**src/rtl/pcx_pkg.sv**
```systemverilog
package pcx_pkg;

  typedef enum logic [3:0] {
    CMD_IACK    = 4'b0000,
    CMD_SPECIAL = 4'b0001,
    CMD_CFG_RD  = 4'b1010,
    CMD_CFG_WR  = 4'b1011
  } pci_cmd_e;

  typedef enum logic [1:0] {
    ACT_NONE  = 2'd0,
    ACT_REQ   = 2'd1,
    ACT_ERR   = 2'd2,
    ACT_LOCAL = 2'd3
  } act_e;

  typedef struct packed {
    logic       en;
    logic [7:0] bus;
    logic [4:0] dev;
    logic [2:0] fn;
    logic [5:0] regno;
  } cfg_fields_t;

  localparam logic [4:0] SPECIAL_DEV = 5'h1F;
  localparam logic [2:0] SPECIAL_FN  = 3'h7;
  localparam logic [5:0] SPECIAL_REG = 6'h00;

endpackage

```
**src/rtl/pcx_rst_sync.sv**
```systemverilog
module pcx_rst_sync #(
  parameter int STAGES = 2
) (
  input  logic clk,
  input  logic rst_n,
  output logic rst_sn
);
  logic [STAGES-1:0] sync_q;

  always_ff @(posedge clk or negedge rst_n) begin
    if (!rst_n) sync_q <= '0;
    else        sync_q <= {sync_q[STAGES-2:0], 1'b1};
  end

  assign rst_sn = sync_q[STAGES-1];
endmodule

```
**src/rtl/pcx_addr_reg.sv**
```systemverilog
module pcx_addr_reg
  import pcx_pkg::*;
#(
  parameter int DW = 32
) (
  input  logic          clk,
  input  logic          rst_n,
  input  logic          wr_en,
  input  logic [DW-1:0] wr_data,
  output cfg_fields_t   fields,
  output logic [DW-1:0] cfg_word
);
  cfg_fields_t fields_q, fields_d;

  always_comb begin
    fields_d = fields_q;
    if (wr_en) begin
      fields_d.en    = wr_data[31];
      fields_d.bus   = wr_data[23:16];
      fields_d.dev   = wr_data[15:11];
      fields_d.fn    = wr_data[10:8];
      fields_d.regno = wr_data[7:2];
    end
  end

  always_ff @(posedge clk or negedge rst_n) begin
    if (!rst_n)     fields_q <= '0;
    else if (wr_en) fields_q <= fields_d;
  end

  assign fields   = fields_q;
  assign cfg_word = {fields_q.en, 7'b0, fields_q.bus, fields_q.dev,
                     fields_q.fn, fields_q.regno, 2'b00};

  // a write lands in the stored word one cycle later, reserved bits dropped
  a_r1_write_lands: assert property (@(posedge clk) disable iff (!rst_n)
    wr_en |=> cfg_word == ($past(wr_data) & 32'h80FF_FFFC));

  // without a write the stored word holds
  a_r1_hold: assert property (@(posedge clk) disable iff (!rst_n)
    !wr_en |=> $stable(cfg_word));
endmodule

```
**src/rtl/pcx_classify.sv**
```systemverilog
module pcx_classify
  import pcx_pkg::*;
#(
  parameter int          DW         = 32,
  parameter logic [31:0] CADDR_BASE = 32'hFEC0_0000,
  parameter logic [31:0] CDATA_BASE = 32'hFEE0_0000,
  parameter logic [31:0] WINA_LO    = 32'hBFFF_FFF0,
  parameter logic [31:0] WINA_HI    = 32'hBFFF_FFFF,
  parameter logic [31:0] WINB_LO    = 32'hFEF0_0000,
  parameter logic [31:0] WINB_HI    = 32'hFEFF_FFFF
) (
  input  logic          we,
  input  logic [DW-1:0] addr,
  input  logic          map_sel,
  input  cfg_fields_t   fields,
  input  logic [DW-1:0] cfg_word,
  output logic          cfg_wr,
  output act_e          act,
  output pci_cmd_e      cmd,
  output logic [DW-1:0] pci_addr,
  output logic [DW-1:0] local_rdata
);
  localparam int NMAP      = 2;
  localparam int IDSEL_LSB = 11;
  localparam int IDSEL_CNT = DW - IDSEL_LSB;

  localparam logic [31:0] WIN_LO [NMAP] = '{WINA_LO, WINB_LO};
  localparam logic [31:0] WIN_HI [NMAP] = '{WINA_HI, WINB_HI};

  logic [NMAP-1:0]      win_hit;
  logic [IDSEL_CNT-1:0] idsel_oh;
  logic                 hit_caddr, hit_cdata, win_act;
  logic                 local_bus, special;
  logic [DW-1:0]        type0_addr, type1_addr;

  for (genvar m = 0; m < NMAP; m++) begin : g_win
    assign win_hit[m] = (addr >= WIN_LO[m]) && (addr <= WIN_HI[m]);
  end

  for (genvar g = 0; g < IDSEL_CNT; g++) begin : g_idsel
    assign idsel_oh[g] = (32'(fields.dev) == g);
  end

  assign hit_caddr = (addr[DW-1:2] == CADDR_BASE[DW-1:2]);
  assign hit_cdata = (addr[DW-1:2] == CDATA_BASE[DW-1:2]);
  assign win_act   = map_sel ? win_hit[1] : win_hit[0];
  assign local_bus = (fields.bus == 8'h00);
  assign special   = (fields.dev == SPECIAL_DEV) && (fields.fn == SPECIAL_FN) &&
                     (fields.regno == SPECIAL_REG);

  assign type0_addr = {idsel_oh, fields.fn, fields.regno, 2'b00};
  assign type1_addr = {8'h00, fields.bus, fields.dev, fields.fn, fields.regno, 2'b01};
  assign cfg_wr     = hit_caddr && we;

  always_comb begin
    act         = ACT_NONE;
    cmd         = CMD_CFG_RD;
    pci_addr    = '0;
    local_rdata = '1;
    if (hit_caddr) begin
      if (!we) begin
        act         = ACT_LOCAL;
        local_rdata = cfg_word;
      end
    end else if (hit_cdata) begin
      if (!fields.en) begin
        act = we ? ACT_NONE : ACT_LOCAL;
      end else if (!local_bus) begin
        act      = ACT_REQ;
        cmd      = we ? CMD_CFG_WR : CMD_CFG_RD;
        pci_addr = type1_addr;
      end else if (special) begin
        act = ACT_REQ;
        cmd = we ? CMD_SPECIAL : CMD_IACK;
      end else begin
        act      = ACT_REQ;
        cmd      = we ? CMD_CFG_WR : CMD_CFG_RD;
        pci_addr = type0_addr;
      end
    end else if (win_act) begin
      act = we ? ACT_ERR : ACT_REQ;
      cmd = CMD_IACK;
    end
  end
endmodule

```
**src/rtl/pcx_req_gen.sv**
```systemverilog
module pcx_req_gen
  import pcx_pkg::*;
#(
  parameter int DW = 32
) (
  input  logic            clk,
  input  logic            rst_n,
  input  logic            accept,
  input  logic            we,
  input  act_e            act,
  input  pci_cmd_e        cmd,
  input  logic [DW-1:0]   pci_addr,
  input  logic [DW/8-1:0] be,
  input  logic [DW-1:0]   wdata,
  input  logic [DW-1:0]   local_rdata,
  input  logic            seq_trdy,
  input  logic [DW-1:0]   seq_rdata,
  output logic            busy,
  output logic            req_valid,
  output logic [3:0]      req_cmd,
  output logic [DW-1:0]   req_addr,
  output logic [DW/8-1:0] req_be,
  output logic [DW-1:0]   req_wdata,
  output logic            req_par,
  output logic            err,
  output logic            rvalid,
  output logic [DW-1:0]   rdata
);
  localparam int NB = DW / 8;

  logic          busy_q, busy_d;
  logic          rv_q, rv_d, err_q, err_d, rq_q, rq_d;
  logic [3:0]    cmd_q;
  logic [DW-1:0] addr_q, wdata_q, rdata_q, rdata_d;
  logic [NB-1:0] be_q;
  logic          par_q, par_d;
  logic          load_req, trdy_hit, rdata_en;
  logic [DW-1:0] seq_masked;

  for (genvar b = 0; b < NB; b++) begin : g_mask
    assign seq_masked[8*b +: 8] = be_q[b] ? seq_rdata[8*b +: 8] : 8'h00;
  end

  assign load_req = accept && (act == ACT_REQ);
  assign trdy_hit = busy_q && seq_trdy;
  assign par_d    = ^{pci_addr, cmd};

  always_comb begin
    busy_d = busy_q;
    if (trdy_hit)            busy_d = 1'b0;
    if (load_req && !we)     busy_d = 1'b1;
    rq_d     = load_req;
    err_d    = accept && (act == ACT_ERR);
    rv_d     = (accept && (act == ACT_LOCAL)) || trdy_hit;
    rdata_en = rv_d;
    rdata_d  = trdy_hit ? seq_masked : local_rdata;
  end

  always_ff @(posedge clk or negedge rst_n) begin
    if (!rst_n) begin
      busy_q <= 1'b0;
      rq_q   <= 1'b0;
      err_q  <= 1'b0;
      rv_q   <= 1'b0;
    end else begin
      busy_q <= busy_d;
      rq_q   <= rq_d;
      err_q  <= err_d;
      rv_q   <= rv_d;
    end
  end

  always_ff @(posedge clk or negedge rst_n) begin
    if (!rst_n) begin
      cmd_q   <= '0;
      addr_q  <= '0;
      be_q    <= '0;
      wdata_q <= '0;
      par_q   <= 1'b0;
    end else if (load_req) begin
      cmd_q   <= cmd;
      addr_q  <= pci_addr;
      be_q    <= be;
      wdata_q <= wdata;
      par_q   <= par_d;
    end
  end

  always_ff @(posedge clk or negedge rst_n) begin
    if (!rst_n)        rdata_q <= '0;
    else if (rdata_en) rdata_q <= rdata_d;
  end

  assign busy      = busy_q;
  assign req_valid = rq_q;
  assign req_cmd   = cmd_q;
  assign req_addr  = addr_q;
  assign req_be    = be_q;
  assign req_wdata = wdata_q;
  assign req_par   = par_q;
  assign err       = err_q;
  assign rvalid    = rv_q;
  assign rdata     = rdata_q;

  // while busy nothing new is issued
  a_r10_no_req_busy: assert property (@(posedge clk) disable iff (!rst_n)
    busy_q |=> !rq_q);

  // target ready closes the read and replies next cycle
  a_r10_trdy_reply: assert property (@(posedge clk) disable iff (!rst_n)
    (busy_q && seq_trdy) |=> (rv_q && !busy_q));

  // a read request always leaves the port busy
  a_r10_read_busy: assert property (@(posedge clk) disable iff (!rst_n)
    (rq_q && !cmd_q[0] && cmd_q != 4'b0001) |-> busy_q);

  // an error never comes with a request
  a_r8_err_excl: assert property (@(posedge clk) disable iff (!rst_n)
    !(err_q && rq_q));
endmodule

```
**src/rtl/pci_cfg_xlate.sv**
```systemverilog
module pci_cfg_xlate
  import pcx_pkg::*;
#(
  parameter int          DW         = 32,
  parameter logic [31:0] CADDR_BASE = 32'hFEC0_0000,
  parameter logic [31:0] CDATA_BASE = 32'hFEE0_0000,
  parameter logic [31:0] WINA_LO    = 32'hBFFF_FFF0,
  parameter logic [31:0] WINA_HI    = 32'hBFFF_FFFF,
  parameter logic [31:0] WINB_LO    = 32'hFEF0_0000,
  parameter logic [31:0] WINB_HI    = 32'hFEFF_FFFF
) (
  input  logic          clk,
  input  logic          rst_n,
  input  logic          map_sel,
  input  logic          cpu_valid,
  input  logic          cpu_we,
  input  logic [31:0]   cpu_addr,
  input  logic [31:0]   cpu_wdata,
  input  logic [3:0]    cpu_be,
  output logic          cpu_ready,
  output logic          cpu_rvalid,
  output logic [31:0]   cpu_rdata,
  output logic          cpu_err,
  output logic          req_valid,
  output logic [3:0]    req_cmd,
  output logic [31:0]   req_addr,
  output logic [3:0]    req_be,
  output logic [31:0]   req_wdata,
  output logic          req_par,
  input  logic          seq_trdy,
  input  logic [31:0]   seq_rdata
);
  logic          rst_sn, accept, busy, cfg_wr;
  cfg_fields_t   fields;
  logic [DW-1:0] cfg_word, pci_addr, local_rdata;
  act_e          act;
  pci_cmd_e      cmd;

  pcx_rst_sync #(.STAGES(2)) u_rst (
    .clk(clk), .rst_n(rst_n), .rst_sn(rst_sn)
  );

  assign cpu_ready = !busy;
  assign accept    = cpu_valid && !busy;

  pcx_addr_reg #(.DW(DW)) u_areg (
    .clk(clk), .rst_n(rst_sn), .wr_en(accept && cfg_wr), .wr_data(cpu_wdata),
    .fields(fields), .cfg_word(cfg_word)
  );

  pcx_classify #(
    .DW(DW), .CADDR_BASE(CADDR_BASE), .CDATA_BASE(CDATA_BASE),
    .WINA_LO(WINA_LO), .WINA_HI(WINA_HI), .WINB_LO(WINB_LO), .WINB_HI(WINB_HI)
  ) u_cls (
    .we(cpu_we), .addr(cpu_addr), .map_sel(map_sel), .fields(fields),
    .cfg_word(cfg_word), .cfg_wr(cfg_wr), .act(act), .cmd(cmd),
    .pci_addr(pci_addr), .local_rdata(local_rdata)
  );

  pcx_req_gen #(.DW(DW)) u_gen (
    .clk(clk), .rst_n(rst_sn), .accept(accept), .we(cpu_we), .act(act),
    .cmd(cmd), .pci_addr(pci_addr), .be(cpu_be), .wdata(cpu_wdata),
    .local_rdata(local_rdata), .seq_trdy(seq_trdy), .seq_rdata(seq_rdata),
    .busy(busy), .req_valid(req_valid), .req_cmd(req_cmd), .req_addr(req_addr),
    .req_be(req_be), .req_wdata(req_wdata), .req_par(req_par), .err(cpu_err),
    .rvalid(cpu_rvalid), .rdata(cpu_rdata)
  );

  // a disabled data-port access never starts a request
  a_r2_disabled_quiet: assert property (@(posedge clk) disable iff (!rst_sn)
    (accept && cpu_addr[31:2] == CDATA_BASE[31:2] && !cfg_word[31]) |=> !req_valid);

  // interrupt-acknowledge and special cycles drive a zero address
  a_r5_iack_addr_zero: assert property (@(posedge clk) disable iff (!rst_sn)
    (req_valid && req_cmd[3:1] == 3'b000) |-> req_addr == '0);

  // configuration cycles end in 00 or 01; type 1 keeps bits 31:24 clear
  a_r4_type1_shape: assert property (@(posedge clk) disable iff (!rst_sn)
    (req_valid && req_cmd[3:1] == 3'b101 && req_addr[1:0] != 2'b00)
      |-> (req_addr[1:0] == 2'b01 && req_addr[31:24] == 8'h00));

  // the address phase has even parity over address and command
  a_r9_even_parity: assert property (@(posedge clk) disable iff (!rst_sn)
    req_valid |-> (^{req_addr, req_cmd, req_par}) == 1'b0);

  // a request follows an accepted access by exactly one cycle
  a_r11_req_follows: assert property (@(posedge clk) disable iff (!rst_sn)
    !accept |=> !req_valid && !cpu_err);
endmodule

```
**config.mk**
```make
export PLATFORM = sky130hd
export DESIGN_NAME = pci_cfg_xlate
export DESIGN_NICKNAME = d
export VERILOG_FILES = /design/src/rtl/pcx_pkg.sv /design/src/rtl/pcx_rst_sync.sv /design/src/rtl/pcx_addr_reg.sv /design/src/rtl/pcx_classify.sv /design/src/rtl/pcx_req_gen.sv /design/src/rtl/pci_cfg_xlate.sv
export SDC_FILE = /design/constraint.sdc
export NUM_CORES = 1
export LEC_CHECK = 0
export ABC_AREA = 1
export BUFFER_PORTS_ARGS = -buffer_cell sky130_fd_sc_hd__buf_2
export CAP_MARGIN = 20
export CORE_ASPECT_RATIO = 1.25
export CORE_MARGIN = 4
export CORE_UTILIZATION = 45
export DETAILED_ROUTE_END_ITERATION = 8
export PLACE_DENSITY = 0.72
export RECOVER_POWER = 100
export SYNTH_ARGS = -nofsm -noshare
export SYNTH_HDL_FRONTEND = slang
export SYNTH_SLANG_ARGS = --single-unit
```
**constraint.sdc**
```tcl
create_clock -name clk -period 6.01 [get_ports clk]
set_input_delay 0.601 -clock clk [delete_from_list [all_inputs] [get_ports clk]]
set_output_delay 0.601 -clock clk [all_outputs]
set_load 0.03 [all_outputs]
```
Word level (Yosys, flattened, before mapping)
Cells that the tools add are included.
{"block": "op_classes", "magnitude_cmp": 4, "n_eq_ne": 27, "muxes": 29, "reduce_logical": 20}
{"op": "32-bit two-way mux", "n": 8}
{"op": "32-bit >= comparator (second input constant)", "n": 2}
{"op": "32-bit <= comparator (second input constant)", "n": 2}
{"op": "30-bit == test (second input constant)", "n": 2}
{"op": "5-bit by 4-bit == test with 1-bit output (second input constant)", "n": 8}
{"op": "36-bit XOR reduction", "n": 1}
{"op": "8-bit two-way mux", "n": 4}
{"op": "5-bit == test (second input constant)", "n": 6}
{"op": "4-bit two-way mux", "n": 6}
{"op": "5-bit by 3-bit == test with 1-bit output (second input constant)", "n": 4}
{"op": "1-bit logical AND", "n": 12}
{"op": "2-bit two-way mux", "n": 6}
{"op": "5-bit by 2-bit == test with 1-bit output (second input constant)", "n": 2}
{"op": "8-bit zero test", "n": 1}
{"op": "6-bit zero test", "n": 1}
{"op": "5-bit by 1-bit == test with 1-bit output (second input constant)", "n": 1}
{"op": "5-bit zero test", "n": 1}
{"op": "1-bit two-way mux", "n": 5}
{"op": "2-bit == test (second input constant)", "n": 2}
{"op": "3-bit == test (second input constant)", "n": 1}
{"op": "2-bit by 1-bit == test with 1-bit output (second input constant)", "n": 1}
{"op": "1-bit zero test", "n": 2}
{"op": "2-bit nonzero test", "n": 1}
{"op": "1-bit logical OR", "n": 1}
{"block": "totals", "register_bits": 134, "in_bits": 106, "output_inout_bits": 109}

Logic depth before layout (Yosys ltp)
Gate-level depths: netlist of run 1.
{"block": "depth", "word_depth": 10, "mapped_depth": 22, "mapped_depth_nobuf": 20}

Hierarchy
A second synthesis of run 1 with hierarchy kept.
{"block": "hier_totals", "cells_unflattened": 1113, "hier_area_um2": 7689.9}
{"module": "pcx_req_gen", "n_inst": 1, "cells_per_inst": 690, "area_per_inst_um2": 5156.2, "seq_area_each_um2": 2727.6}
{"module": "pcx_classify", "n_inst": 1, "cells_per_inst": 285, "area_per_inst_um2": 1336.3, "seq_area_each_um2": 0.0}
{"module": "pcx_addr_reg", "n_inst": 1, "cells_per_inst": 130, "area_per_inst_um2": 1119.8, "seq_area_each_um2": 575.6}
{"module": "pcx_rst_sync", "n_inst": 1, "cells_per_inst": 3, "area_per_inst_um2": 53.8, "seq_area_each_um2": 50.0}
{"module": "pci_cfg_xlate", "n_inst": 1, "cells_per_inst": 5, "area_per_inst_um2": 23.8, "seq_area_each_um2": 0.0}

Worst setup path after synthesis of run 1
OpenSTA, ideal clock, no wires.
{"block": "synth_timing", "kind": "input port to flip-flop", "startpoint": "in cpu_addr[27]", "endpoint": "reg u_gen.addr_q[0] (netlist: u_gen.req_addr[0])", "arrival_time_ns": 2.115, "required_time_ns": 5.874, "slack_ns": 3.759, "stages": 14, "cell_sequence": "nand2_1 -> nor2_2 -> and2_1 -> nand2_1 -> nor2_2 -> inv_2 -> nor2_2 -> inv_2 -> a31oi_1 -> nand2_1 -> buf_2 -> buf_2 -> nand2_1 -> o31ai_1"}
{"block": "synth_via", "elab_chain_len": 8, "word_cells_on_any_way": 16, "classes_between": "order compare (4); eq/ne (3); mux (6); reduce/logical (3)"}
{"element": "start, declared", "line_no": "pci_cfg_xlate.sv:17", "rtl": "input logic [31:0] cpu_addr,"}
{"element": "32-bit >= comparator / 32-bit <= comparator (equally long branches)", "line_no": "pcx_classify.sv:37", "rtl": "assign win_hit[m] = (addr >= WIN_LO[m]) && (addr <= WIN_HI[m]);"}
{"element": "1-bit logical AND", "line_no": "pcx_classify.sv:37"}
{"element": "1-bit two-way mux", "line_no": "pcx_classify.sv:46", "rtl": "assign win_act = map_sel ? win_hit[1] : win_hit[0];"}
{"element": "2-bit two-way mux", "line_no": "pcx_classify.sv:80", "rtl": "end else if (win_act) begin"}
{"element": "2-bit two-way mux", "line_no": "pcx_classify.sv:65", "rtl": "end else if (hit_cdata) begin"}
{"element": "2-bit two-way mux", "line_no": "pcx_classify.sv:60", "rtl": "if (hit_caddr) begin"}
{"element": "2-bit by 1-bit == test with 1-bit output", "line_no": "pcx_req_gen.sv:44", "rtl": "assign load_req = accept && (act == ACT_REQ);"}
{"element": "1-bit logical AND", "line_no": "pcx_req_gen.sv:44"}
{"element": "end signal, assigned", "line_no": "pcx_req_gen.sv:82", "rtl": "addr_q <= pci_addr;"}
{"element": "end, declared", "line_no": "pcx_req_gen.sv:34", "rtl": "logic [DW-1:0] addr_q, wdata_q, rdata_q, rdata_d;"}
Several ways; a longest one is shown, not always the timed one.
A chain may end at the register's enable or synchronous reset.

Worst setup path after layout of run 1
{"block": "layout_timing", "startpoint": "in cpu_addr[27]", "endpoint": "reg u_gen.rdata_q[14] (netlist: u_gen.rdata[14])"}
{"block": "layout_via", "elab_chain_len": 9, "word_cells_on_any_way": 17, "classes_between": "order compare (4); eq/ne (3); mux (6); reduce/logical (4)"}
{"element": "32-bit >= comparator / 32-bit <= comparator (equally long branches)", "line_no": "pcx_classify.sv:37"}
{"element": "1-bit logical AND", "line_no": "pcx_classify.sv:37"}
{"element": "1-bit two-way mux", "line_no": "pcx_classify.sv:46"}
{"element": "2-bit two-way mux", "line_no": "pcx_classify.sv:80"}
{"element": "2-bit two-way mux", "line_no": "pcx_classify.sv:65"}
{"element": "2-bit two-way mux", "line_no": "pcx_classify.sv:60"}
{"element": "2-bit == test", "line_no": "pcx_req_gen.sv:54", "rtl": "rv_d = (accept && (act == ACT_LOCAL)) || trdy_hit;"}
{"element": "1-bit logical AND", "line_no": "pcx_req_gen.sv:54"}
{"element": "1-bit logical OR", "line_no": "pcx_req_gen.sv:54"}
{"element": "end signal, assigned", "line_no": "pcx_req_gen.sv:91", "rtl": "else if (rdata_en) rdata_q <= rdata_d;"}
{"element": "end, declared", "line_no": "pcx_req_gen.sv:34"}
Several ways; a longest one is shown, not always the timed one.

==> results by group, run 1 <==
Final layout
  • Nets: 1205
  • Antenna diode count: 0
  • Multi-input gate area: 2900 um2
  • Final Util: 57.4%
  • Layout cells sized above 1: 13.8%
  • Area Growth Syn to Fin: 24.0%
  • Sequential cell area: 3280 um2
  • Filler cells: 1417

Die
  • Core Rows: 49
  • Io pins: 215
  • Die X-Extent: 117 um
  • Core area: 14500 um2
  • Die area: 17000 um2
  • Initial Util: 46.3%
  • Vert. Die Dim: 145 um

Yosys
  • Top cells by count, synth: 294 x nand2_1, 131 x dfrtp_1, 90 x nor2_1
  • Post-synth top area share: 48.7%
  • EDFF count, synth: 0
  • Avg Cell Area, Syn: 7.38 um2
  • Flops & latches, synth: 131
  • Seq/Total Area, Yosys: 48.7%
  • Synth cell types: 33
  • Dominant cell by count in the synthesized netlist: nand2_1
  • Top cell type by total area after synthesis: dfrtp_1
  • Synth Cell Area: 6730 um2
  • Synth top area cells: dfrtp_1 49%, nand2_1 16%, o21ai_0 5.8%
  • Post-synth top flop: dfrtp_1
  • Fraction of registers with async set/reset: 100%
  • Mapped Cells: 912
  • Ys Warns: 0

Setup path
  • Startpoint types: input port
  • Setup CP Type: in -> reg
  • Critical Path End Type: flip-flop
  • Worst Path Arrival: 4.49 ns
  • Worst r2r src: u_rst.sync_q[1]
  • FF-to-FF path depth: 1
  • Worst reg2reg path endpoint: u_gen.req_be[3]
  • Crit-path max FO: 54
  • FF-to-FF setup slack: 2.27 ns
  • Req. time, crit path: 6.34 ns

Pwr
  • Max IR drop VDD: 178 uV
  • P_leak: 4.10 nW
  • Tot Pwr: 0.00225 W
  • Cell Pwr Density: 270 nW/um2

Routing
  • Vias per cell: 5.16
  • Final wirelength: 19700 um
  • Initial DRC count: 710
  • DRC viols: 0
  • Total vias in the final route: 6652
  • Routed Antenna Nets: 0
  • WL/cell: 15.3 um
  • Drt first pass iters: 6

Placed design
  • Routability cong.: 0.939
  • Port buffer count: 212
  • DP HPWL: 14600 um

Clocking
  • Hold buffer count at cts: 1
  • Num CTS Buffers: 17
  • Post-cts sizing count: 0
  • Clock buffer depth: 2
  • CTS tree: done
  • Worst-path clk slew: 0.05 ns
  • Post CTS Setup Buffer Count: 0
  • Clk_lat worst skew: 0.42 ns
  • CTS root buf: clkbuf_16
  • Sink Count: 131
  • H-tree levels: 4

STA
  • Worst-Margin Slew: 2.20 ns
  • Worst relative slew slack: -47.0%
  • Setup violators final: 0
  • Clk_skew: 0.00654 ns
  • Fmax: 240 MHz
  • Final hold violation count: 0
  • Period utilization: 69.2%
  • Final setup TNS: 0 ns
  • RSZ-0062 raised after global routing: false
  • Final worst path period need: 4.16 ns
  • Fin. max-slew vios: 179

Global route
  • GRT Residual Overflow: 0
  • Vias in the first global route: 6369
  • Largest net degree at the start of global routing: 76
  • GRT Util Overall: 23.5%
  • First-pass GRT wire length: 31800 um
  • Initial antenna violation count: 0

Worst hold path
  • Hold Path End: u_rst.sync_q[1]
  • Hold/Removal Path Class: reg -> reg
  • HP Start: u_rst.sync_q[0]
  • Hold Path Depth: 0

Run
  • Max Cap Viol: 3

Run status
  • Status: finished, violations left
  • Violated checks: max-capacitance violations, max-slew violations
-- worst max-delay path, stage by stage --
cell and delay [ns]:
buf_2 0.08, nand2_1 0.04, nor2_1 0.19, and2_0 0.19, nand2_1 0.06, nor2_1 0.50, nand2_1 0.83, a31oi_1 0.57
nand2_1 0.37, nand2_2 0.78, nor2_1 0.11, a21oi_1 0.14
-- metal layers --
layer	vias to the layer above	track usage (%)	wire length [um]
li1	3310	-	-
met2	256	38.8	9380
met5	-	0	0
met3	27	6.30	1420
met1	3059	29.9	8450
met4	0	9.51	441
-- report_power, final --
part	total [W]	internal, W	switching (W)
combinational	0.000160	0.0000506	0.000110
sequential	0.000931	0.000908	0.0000227
clock	0.00116	0.000775	0.000386
total	0.00225	0.00173	0.000519
-- sequential cells by signal, summed over array words and instances, names as in the netlist, 2 cells and up --
register / cells
u_areg.cfg_word: 23
u_rst.sync_q: 2
u_gen.req_cmd: 2
u_gen.req_addr: 31
u_gen.req_wdata: 32
u_gen.req_be: 4
u_gen.rdata: 32
-- kinds of logic (layout without fill, tap and decap cells) --
family / after synthesis / after routing / synth area share [%]
AO/OA/AOI/OAI: 155 / 155 / 12.5
flip-flops: 131 / 131 / 48.7
other: 2 / 3 / 0.112
AND/OR/NAND/NOR: 493 / 493 / 30.4
buffers and inverters: 130 / 329 / 8.09
XOR/XNOR: 1 / 1 / 0.130
-- cells in the final DEF, fill, tap and decap left out, types with 6 or more instances in the layout --
master	count
nand4_1	14
o21ai_0	78
o31ai_1	16
dfrtp_1	131
nand2_1	294
clkbuf_1	112
a21oi_1	49
nor2_2	6
buf_2	102
nand3_1	69
clkbuf_16	17
inv_1	73
nor2_1	93
nor3_1	6
bufinv_16	6
-- cell type report --
cell class / instances / area share [%]
Clock inverter: 14 / 2.82
Clock buffer: 18 / 5.15
Tap cell: 178 / 2.67
Sequential cell: 131 / 39.3
Multi-Input combinational cell: 652 / 34.8
Inverter: 79 / 3.56
Timing Repair Buffer: 218 / 11.7
-- how the worst max path moves through the flow --
| stage | to | from |
|---|---|---|
| after global placement | u_gen.rdata[23] | cpu_addr[12] |
| after detailed placement | u_gen.rdata[2] | cpu_addr[9] |
| final | u_gen.rdata[14] | cpu_addr[27] |
| after global routing | u_gen.rdata[7] | cpu_addr[27] |
| after CTS | u_gen.rdata[2] | cpu_addr[9] |
| after floorplan | u_areg.cfg_word[10] | u_rst.sync_q[1] |
-- metrics by stage --
| stage | cell area [um2] | hold slack [ns] | setup slack (ns) | std cells |
|---|---|---|---|---|
| after floorplan | 6730 | 0.305 | 2.09 | 913 |
| after global placement | 7810 | 0.334 | 2.43 | 1256 |
| after detailed placement | 7810 | 0.341 | 2.27 | 1256 |
| after CTS | 8480 | 0.347 | 2.73 | 1289 |
| after global routing | 8340 | 0.358 | 1.34 | 1290 |
| final | 8340 | 0.353 | 1.85 | 1290 |
(Power assumes the default switching activity.)
==> run 2, diff against run 1 <==
Settings changed: PLACE_DENSITY 0.72 to 0.75.
Clock period 6.01 ns to 3.6 ns, I/O delays scaled along.
==> results by group, run 2 (synthesis gave the netlist of run 1 again) <==
Global route
  • GRT Util Overall: 23.3% (-0.22 points)
  • Met2 Usage GRT: 37.3% (-1.5 points)
  • GR Util met1: 30.4% (+0.47 points)
  • GRT Residual Overflow: 0 (unchanged)
  • Initial antenna violation count: 0 (unchanged)
  • Grt peak-use layer: met2
  • Vias in the first global route: 6199 (-2.7%)
  • Largest net degree at the start of global routing: 116 (+53%)
  • First-pass GRT wire length: 31400 um (-1.2%)
  • M3 GR Usage: 6.65% (+0.35 points)

Setup path
  • Crit-path max FO: 27 (-50%)
  • Setup CP Type: reg -> reg
  • CP Capture Point: u_gen.req_par
  • Worst r2r src: u_areg.cfg_word[20]
  • FF-to-FF path depth: 18 (+17)
  • Req. time, crit path: 3.88 ns (-2.46 ns)
  • Worst reg2reg path endpoint: u_gen.req_par
  • Worst Setup SP: u_areg.cfg_word[20]
  • FF-to-FF setup slack: 0.65 ns (-1.62 ns)
  • Startpoint types: flip-flop
  • Critical Path End Type: flip-flop
  • Worst Path Arrival: 3.23 ns (-1.26 ns)

Die
  • Die X-Extent: 117 um (unchanged)
  • Core area: 14500 um2 (unchanged)
  • Die area: 17000 um2 (unchanged)
  • Io pins: 215 (unchanged)
  • Initial Util: 46.3% (unchanged)
  • Vert. Die Dim: 145 um (unchanged)
  • Core Rows: 49 (unchanged)

STA
  • RSZ-0062 raised after global routing: false
  • Setup violators final: 0 (unchanged)
  • Hold WS: 0.135 ns (-0.217 ns)
  • Worst-Margin Slew: 1.56 ns (-0.643 ns)
  • Worst relative slew slack: -4.07% (+43 points)
  • Period utilization: 81.8%
  • Fin. max-slew vios: 47 (-74%)
  • Fmax: 339 MHz
  • Final worst path period need: 2.95 ns
  • Final setup TNS: 0 ns (unchanged)
  • Clk_skew: 0.00785 ns (+0.00132 ns)
  • Final hold violation count: 0 (unchanged)

Pwr
  • P_leak: 4.07 nW (-0.55%)
  • Cell Pwr Density: 414 nW/um2 (+53%)
  • P_int: 0.00256 W (+48%)
  • Net Sw Power: 0.000860 W (+66%)
  • Max IR drop VDD: 307 uV (+72%)
  • Combinational power share: 8.0% (+0.9 points)
  • Clk pwr share: 46.7% (-4.9 points)
  • Seq pwr share: 45.3% (+4.0 points)
  • Switching Share: 25.2% (+2.1 points)

Run status
  • Status: finished, violations left
  • Violated checks: max-capacitance violations, max-slew violations

Routing
  • Routed Antenna Nets: 0 (unchanged)
  • Final wirelength: 19600 um (-0.51%)
  • Initial DRC count: 680 (-4.2%)
  • WL/cell: 15.2 um (-0.59%)
  • Total vias in the final route: 6659 (+0.11%)
  • Vias per cell: 5.16 (about the same)
  • Drt first pass iters: 5 (-1)
  • DRC viols: 0 (unchanged)

Placed design
  • DP HPWL: 14600 um (+0.19%)
  • Routability cong.: 0.966 (+2.9%)
  • Area after DPL: 7840 um2 (+0.35%)
  • Port buffer count: 212 (unchanged)

Clocking
  • Num CTS Buffers: 17 (unchanged)
  • CTS tree: done
  • Worst-path clk slew: 0.06 ns (about the same)
  • Sink Count: 131 (unchanged)
  • Clock buffer depth: 2 (unchanged)
  • H-tree levels: 4 (unchanged)
  • Clk_lat worst skew: 0.42 ns (about the same)
  • Post CTS Setup Buffer Count: 0 (unchanged)
  • CTS root buf: clkbuf_16

Worst hold path
  • Hold/Removal Path Class: in -> reg
  • HP Start: cpu_wdata[29]

Final layout
  • Filler cells: 1415 (-0.14%)
  • Nets: 1207 (+0.17%)
  • Final Util: 56.8% (-0.56 points)
  • Design Area, Final: 8260 um2 (-0.98%)
  • Antenna diode count: 0 (unchanged)
  • Layout cells sized above 1: 14.5% (+0.62 points)
  • Most common cell after layout, fill and taps aside: nand2_1
  • Commonest non-fill, non-tap cells in the layout: 293 x nand2_1, 131 x dfrtp_1, 109 x clkbuf_1
  • Area Growth Syn to Fin: 22.8%

Run
  • Max Cap Viol: 2 (-1)
[run 2: per-stage QoR]
step	worst slack [ns]	total power (W)	cells
final	0.654	0.00342	1291
after global routing	0.250	0.00355	1291
after CTS	0.822	0.00347	1290
after detailed placement	0.378	0.00186	1258
after global placement	0.514	0.00186	1258
after floorplan	1.42	0.00173	913
[run 2: area by class of cell]
cell class	count	area, um2	share of cell area [%]
well taps	178	223	2.70
flip-flops and latches	131	3280	39.7
clock inverters	13	114	1.38
repair buffers	220	1000	12.1
inverters	79	297	3.59
clock buffers	18	439	5.32
multi-input cells	652	2910	35.2
[run 2: power by group through the flow]
stage          Combinational (W)  Sequential (W)  Clock, W
2_1_floorplan          0.0000592         0.00167         0
3_5_place_dp            0.000290         0.00157         0
5_1_grt                 0.000302         0.00156   0.00170
4_1_cts                 0.000291         0.00155   0.00163
6_report                0.000274         0.00155   0.00160
3_3_place_gp            0.000284         0.00158         0
[run 2: worst max-delay path, stage by stage, from the launching register on]
cell,delay (ns)
dfrtp_1,0.43
nor2_1,0.10
nand2_1,0.08
nor2_2,0.74
nand2_1,0.30
nand2_1,0.23
inv_1,0.06
nor2_1,0.14
nor2_1,0.07
nand2_1,0.08
nand2_1,0.08
nand2_1,0.09
inv_1,0.04
nor2_1,0.08
nand2_1,0.07
nand2_1,0.05
nand2_1,0.04
nand2_1,0.08
a21oi_2,0.05
[run 2: worst min path at each step]
stage | to | slack [ns] | cells past startpoint
3_5_place_dp | u_rst.sync_q[0] | 0.15 | 1
6_report | u_gen.req_wdata[29] | 0.14 | 3
2_1_floorplan | u_rst.sync_q[0] | 0.06 | 0
5_1_grt | u_gen.req_wdata[25] | 0.13 | 3
4_1_cts | u_gen.req_wdata[25] | 0.12 | 3
3_3_place_gp | u_rst.sync_q[0] | 0.15 | 1
[run 2: layer usage]
layer	up-vias	part of all wire, %
li1	3311	-
met1	3040	42
met2	267	46
met3	41	8.5
met4	0	3.0
met5	-	0
[run 2: what timing repair did]
item	4_1_cts	5_1_grt
endpoints found under the setup margin	0	0
hold buffers	1	0
gates resized for setup	0	0
hold endpoints to repair	2	0
==> run 3, diff against run 2 <==
Clock period 3.6 ns to 2.5 ns, I/O delays scaled along.
==> results by group, run 3 (synthesis gave the netlist of run 1 again) <==
Run status
  • Status: completed

Placed design
  • DP HPWL: 15000 um (+3.1%)
  • Port buffer count: 212 (unchanged)
  • Worst slack at placement: 0.0977 ns (-0.281 ns)
  • Routability cong.: 0.990 (+2.5%)
  • Inst Count DP: 1288 (+2.4%)

Setup path
  • FF-to-FF path depth: 18 (unchanged)
  • Startpoint types: flip-flop
  • Worst reg2reg path endpoint: u_gen.req_par
  • FF-to-FF setup slack: 0.20 ns (-0.45 ns)
  • Setup CP Type: reg -> reg
  • Most common cell on crit path: nand2_1
  • Crit path max-delay family: simple AND/OR/NAND/NOR gates
  • WP buf/inv: 2 (unchanged)
  • Slowest CP cell: dfrtp_1
  • Worst Path Arrival: 2.64 ns (-0.59 ns)
  • Crit path largest cell delay: 0.42 ns (-0.32 ns)
  • Critical Path End Type: flip-flop
  • Crit path cell chain: nor2_1, nand2_1, nor2_2, buf_4, nand2_1, nand2_1, nand3_1, nor2_1, nor2_1, nand2_1, nand2_1, nand3_1, nand2_1, nand2_1, inv_1, nand2_1, nand2_1, a21oi_2
  • Req. time, crit path: 2.85 ns (-1.03 ns)
  • Worst r2r src: u_areg.cfg_word[17]
  • Crit-path max FO: 6 (-78%)

Clocking
  • Sink Count: 131 (unchanged)
  • Clock buffer depth: 2 (unchanged)
  • H-tree levels: 4 (unchanged)
  • Worst-path clk slew: 0.06 ns (about the same)
  • Num CTS Buffers: 17 (unchanged)
  • Clk_lat worst skew: 0.42 ns (about the same)
  • CTS tree: done
  • CTS root buf: clkbuf_16

Die
  • Core area: 14500 um2 (unchanged)
  • Die area: 17000 um2 (unchanged)
  • Vert. Die Dim: 145 um (unchanged)
  • Core Rows: 49 (unchanged)
  • Initial Util: 46.3% (unchanged)
  • Io pins: 215 (unchanged)
  • Die X-Extent: 117 um (unchanged)

Pwr
  • Net Sw Power: 0.00120 W (+40%)
  • Cell Pwr Density: 610 nW/um2 (+47%)
  • P_leak: 4.27 nW (+4.7%)
  • Seq pwr share: 42.5% (-2.8 points)
  • Clk pwr share: 50.0% (+3.3 points)
  • Combinational power share: 7.5% (-0.5 points)
  • Tot Pwr: 0.00525 W (+53%)
  • Max IR drop VDD: 472 uV (+54%)
  • P_int: 0.00404 W (+58%)
  • Switching Share: 23.0% (-2.2 points)

Global route
  • Largest net degree at the start of global routing: 96 (-17%)
  • GRT Residual Overflow: 0 (unchanged)
  • GRT Util Overall: 23.6% (+0.32 points)
  • Initial antenna violation count: 1 (+1)
  • Vias in the first global route: 6463 (+4.3%)
  • First-pass GRT wire length: 32100 um (+2.3%)

Routing
  • Total vias in the final route: 6737 (+1.2%)
  • Vias per cell: 5.08 (-1.4%)
  • Initial DRC count: 513 (-25%)
  • DRC viols: 0 (unchanged)
  • Final wirelength: 19900 um (+1.6%)
  • Routed Antenna Nets: 0 (unchanged)
  • WL/cell: 15.0 um (-0.97%)
  • Drt first pass iters: 5 (unchanged)

Worst hold path
  • Hold Path End: u_gen.req_wdata[1]
  • Hold/Removal Path Class: in -> reg
  • HP Start: cpu_wdata[1]
  • Hold Path Depth: 3 (unchanged)

STA
  • Worst-Margin Slew: 1.01 ns (-0.553 ns)
  • Final WS setup: 0.203 ns (-0.451 ns)
  • Clk_skew: 0.00782 ns (-0.0000310 ns)
  • Final hold violation count: 0 (unchanged)
  • Fmax: 435 MHz (+28%)
  • Final worst path period need: 2.30 ns (-0.649 ns)
  • Fin. max-slew vios: 0 (-100%)
  • Setup violators final: 0 (unchanged)
  • Period utilization: 91.9% (+10 points)
  • Worst relative slew slack: 32.8% (+37 points)

Final layout
  • Most common cell after layout, fill and taps aside: nand2_1
  • Commonest non-fill, non-tap cells in the layout: 292 x nand2_1, 127 x dfrtp_1, 112 x clkbuf_1
  • Final Util: 59.2% (+2.3 points)
  • Layout cells sized above 1: 17.0% (+2.5 points)
  • Nets: 1241 (+2.8%)
  • Final Non-Filler Cells: 1325 (+2.6%)
  • Area Growth Syn to Fin: 27.8%
  • Antenna diode count: 0 (unchanged)

Run
  • Max Cap Viol: 0 (-2)
## run 3: power groups by stage
stage                     Sequential [W]  Combinational (W)  Clock [W]
after CTS                        0.00223           0.000420    0.00266
after global placement           0.00226           0.000411          0
final                            0.00223           0.000395    0.00262
after detailed placement         0.00227           0.000418          0
after global routing             0.00224           0.000437    0.00275
after floorplan                  0.00240          0.0000852          0
## run 3: per-stage QoR
stage               hold slack (ns)  instance area (um2)  TNS [ns]
floorplan                   -0.0456                 6730         0
global placement             0.0366                 8100         0
detailed placement           0.0370                 8100         0
CTS                         0.00900                 8730         0
global route                 0.0207                 8600   -0.0102
finish                       0.0259                 8600         0
## run 3: area by class of cell
| cell class | instances | area (um2) |
|---|---|---|
| clock buffer | 21 | 470 |
| clock inverter | 10 | 155 |
| fill | 1410 | 5930 |
| inverter | 79 | 297 |
| multi-input combinational | 653 | 2920 |
| sequential | 131 | 3280 |
| tap | 178 | 223 |
| timing repair buffer | 253 | 1250 |
## run 3: what timing repair did
action	in CTS	in global routing
setup buffers	0	4
hold endpoints to repair	2	0
endpoints found under the setup margin	0	1
resized for setup	0	6
hold buffers	1	0
## run 3: worst max path at each step
stage	slack, ns	endpoint	startpoint	cells past startpoint
after CTS	0.14	u_gen.req_par	u_areg.cfg_word[17]	19
after floorplan	0.32	u_areg.cfg_word[10]	u_rst.sync_q[1]	0
after global placement	0.18	u_gen.req_par	u_areg.cfg_word[17]	18
after detailed placement	0.1	u_gen.rdata[9]	cpu_addr[10]	13
final	0.20	u_gen.req_par	u_areg.cfg_word[17]	18
after global routing	-0.01	u_gen.req_par	u_areg.cfg_word[13]	19
## run 3: worst register-to-register path: stages, from the launching register on
cell	delay, ns
dfrtp_1	0.42
nor2_1	0.12
nand2_1	0.13
nor2_2	0.28
buf_4	0.16
nand2_1	0.04
nand2_1	0.13
nand3_1	0.18
nor2_1	0.12
nor2_1	0.05
nand2_1	0.09
nand2_1	0.05
nand3_1	0.06
nand2_1	0.06
nand2_1	0.09
inv_1	0.05
nand2_1	0.06
nand2_1	0.05
a21oi_2	0.10
## run 3: metal layers
metal | share of wire, % | vias up | track usage [%]
met5 | 0.050 | - | 0
met4 | 2.1 | 2 | 7.91
met3 | 6.2 | 31 | 5.75
met2 | 48 | 216 | 40.2
met1 | 43 | 3120 | 30.1
li1 | - | 3368 | -
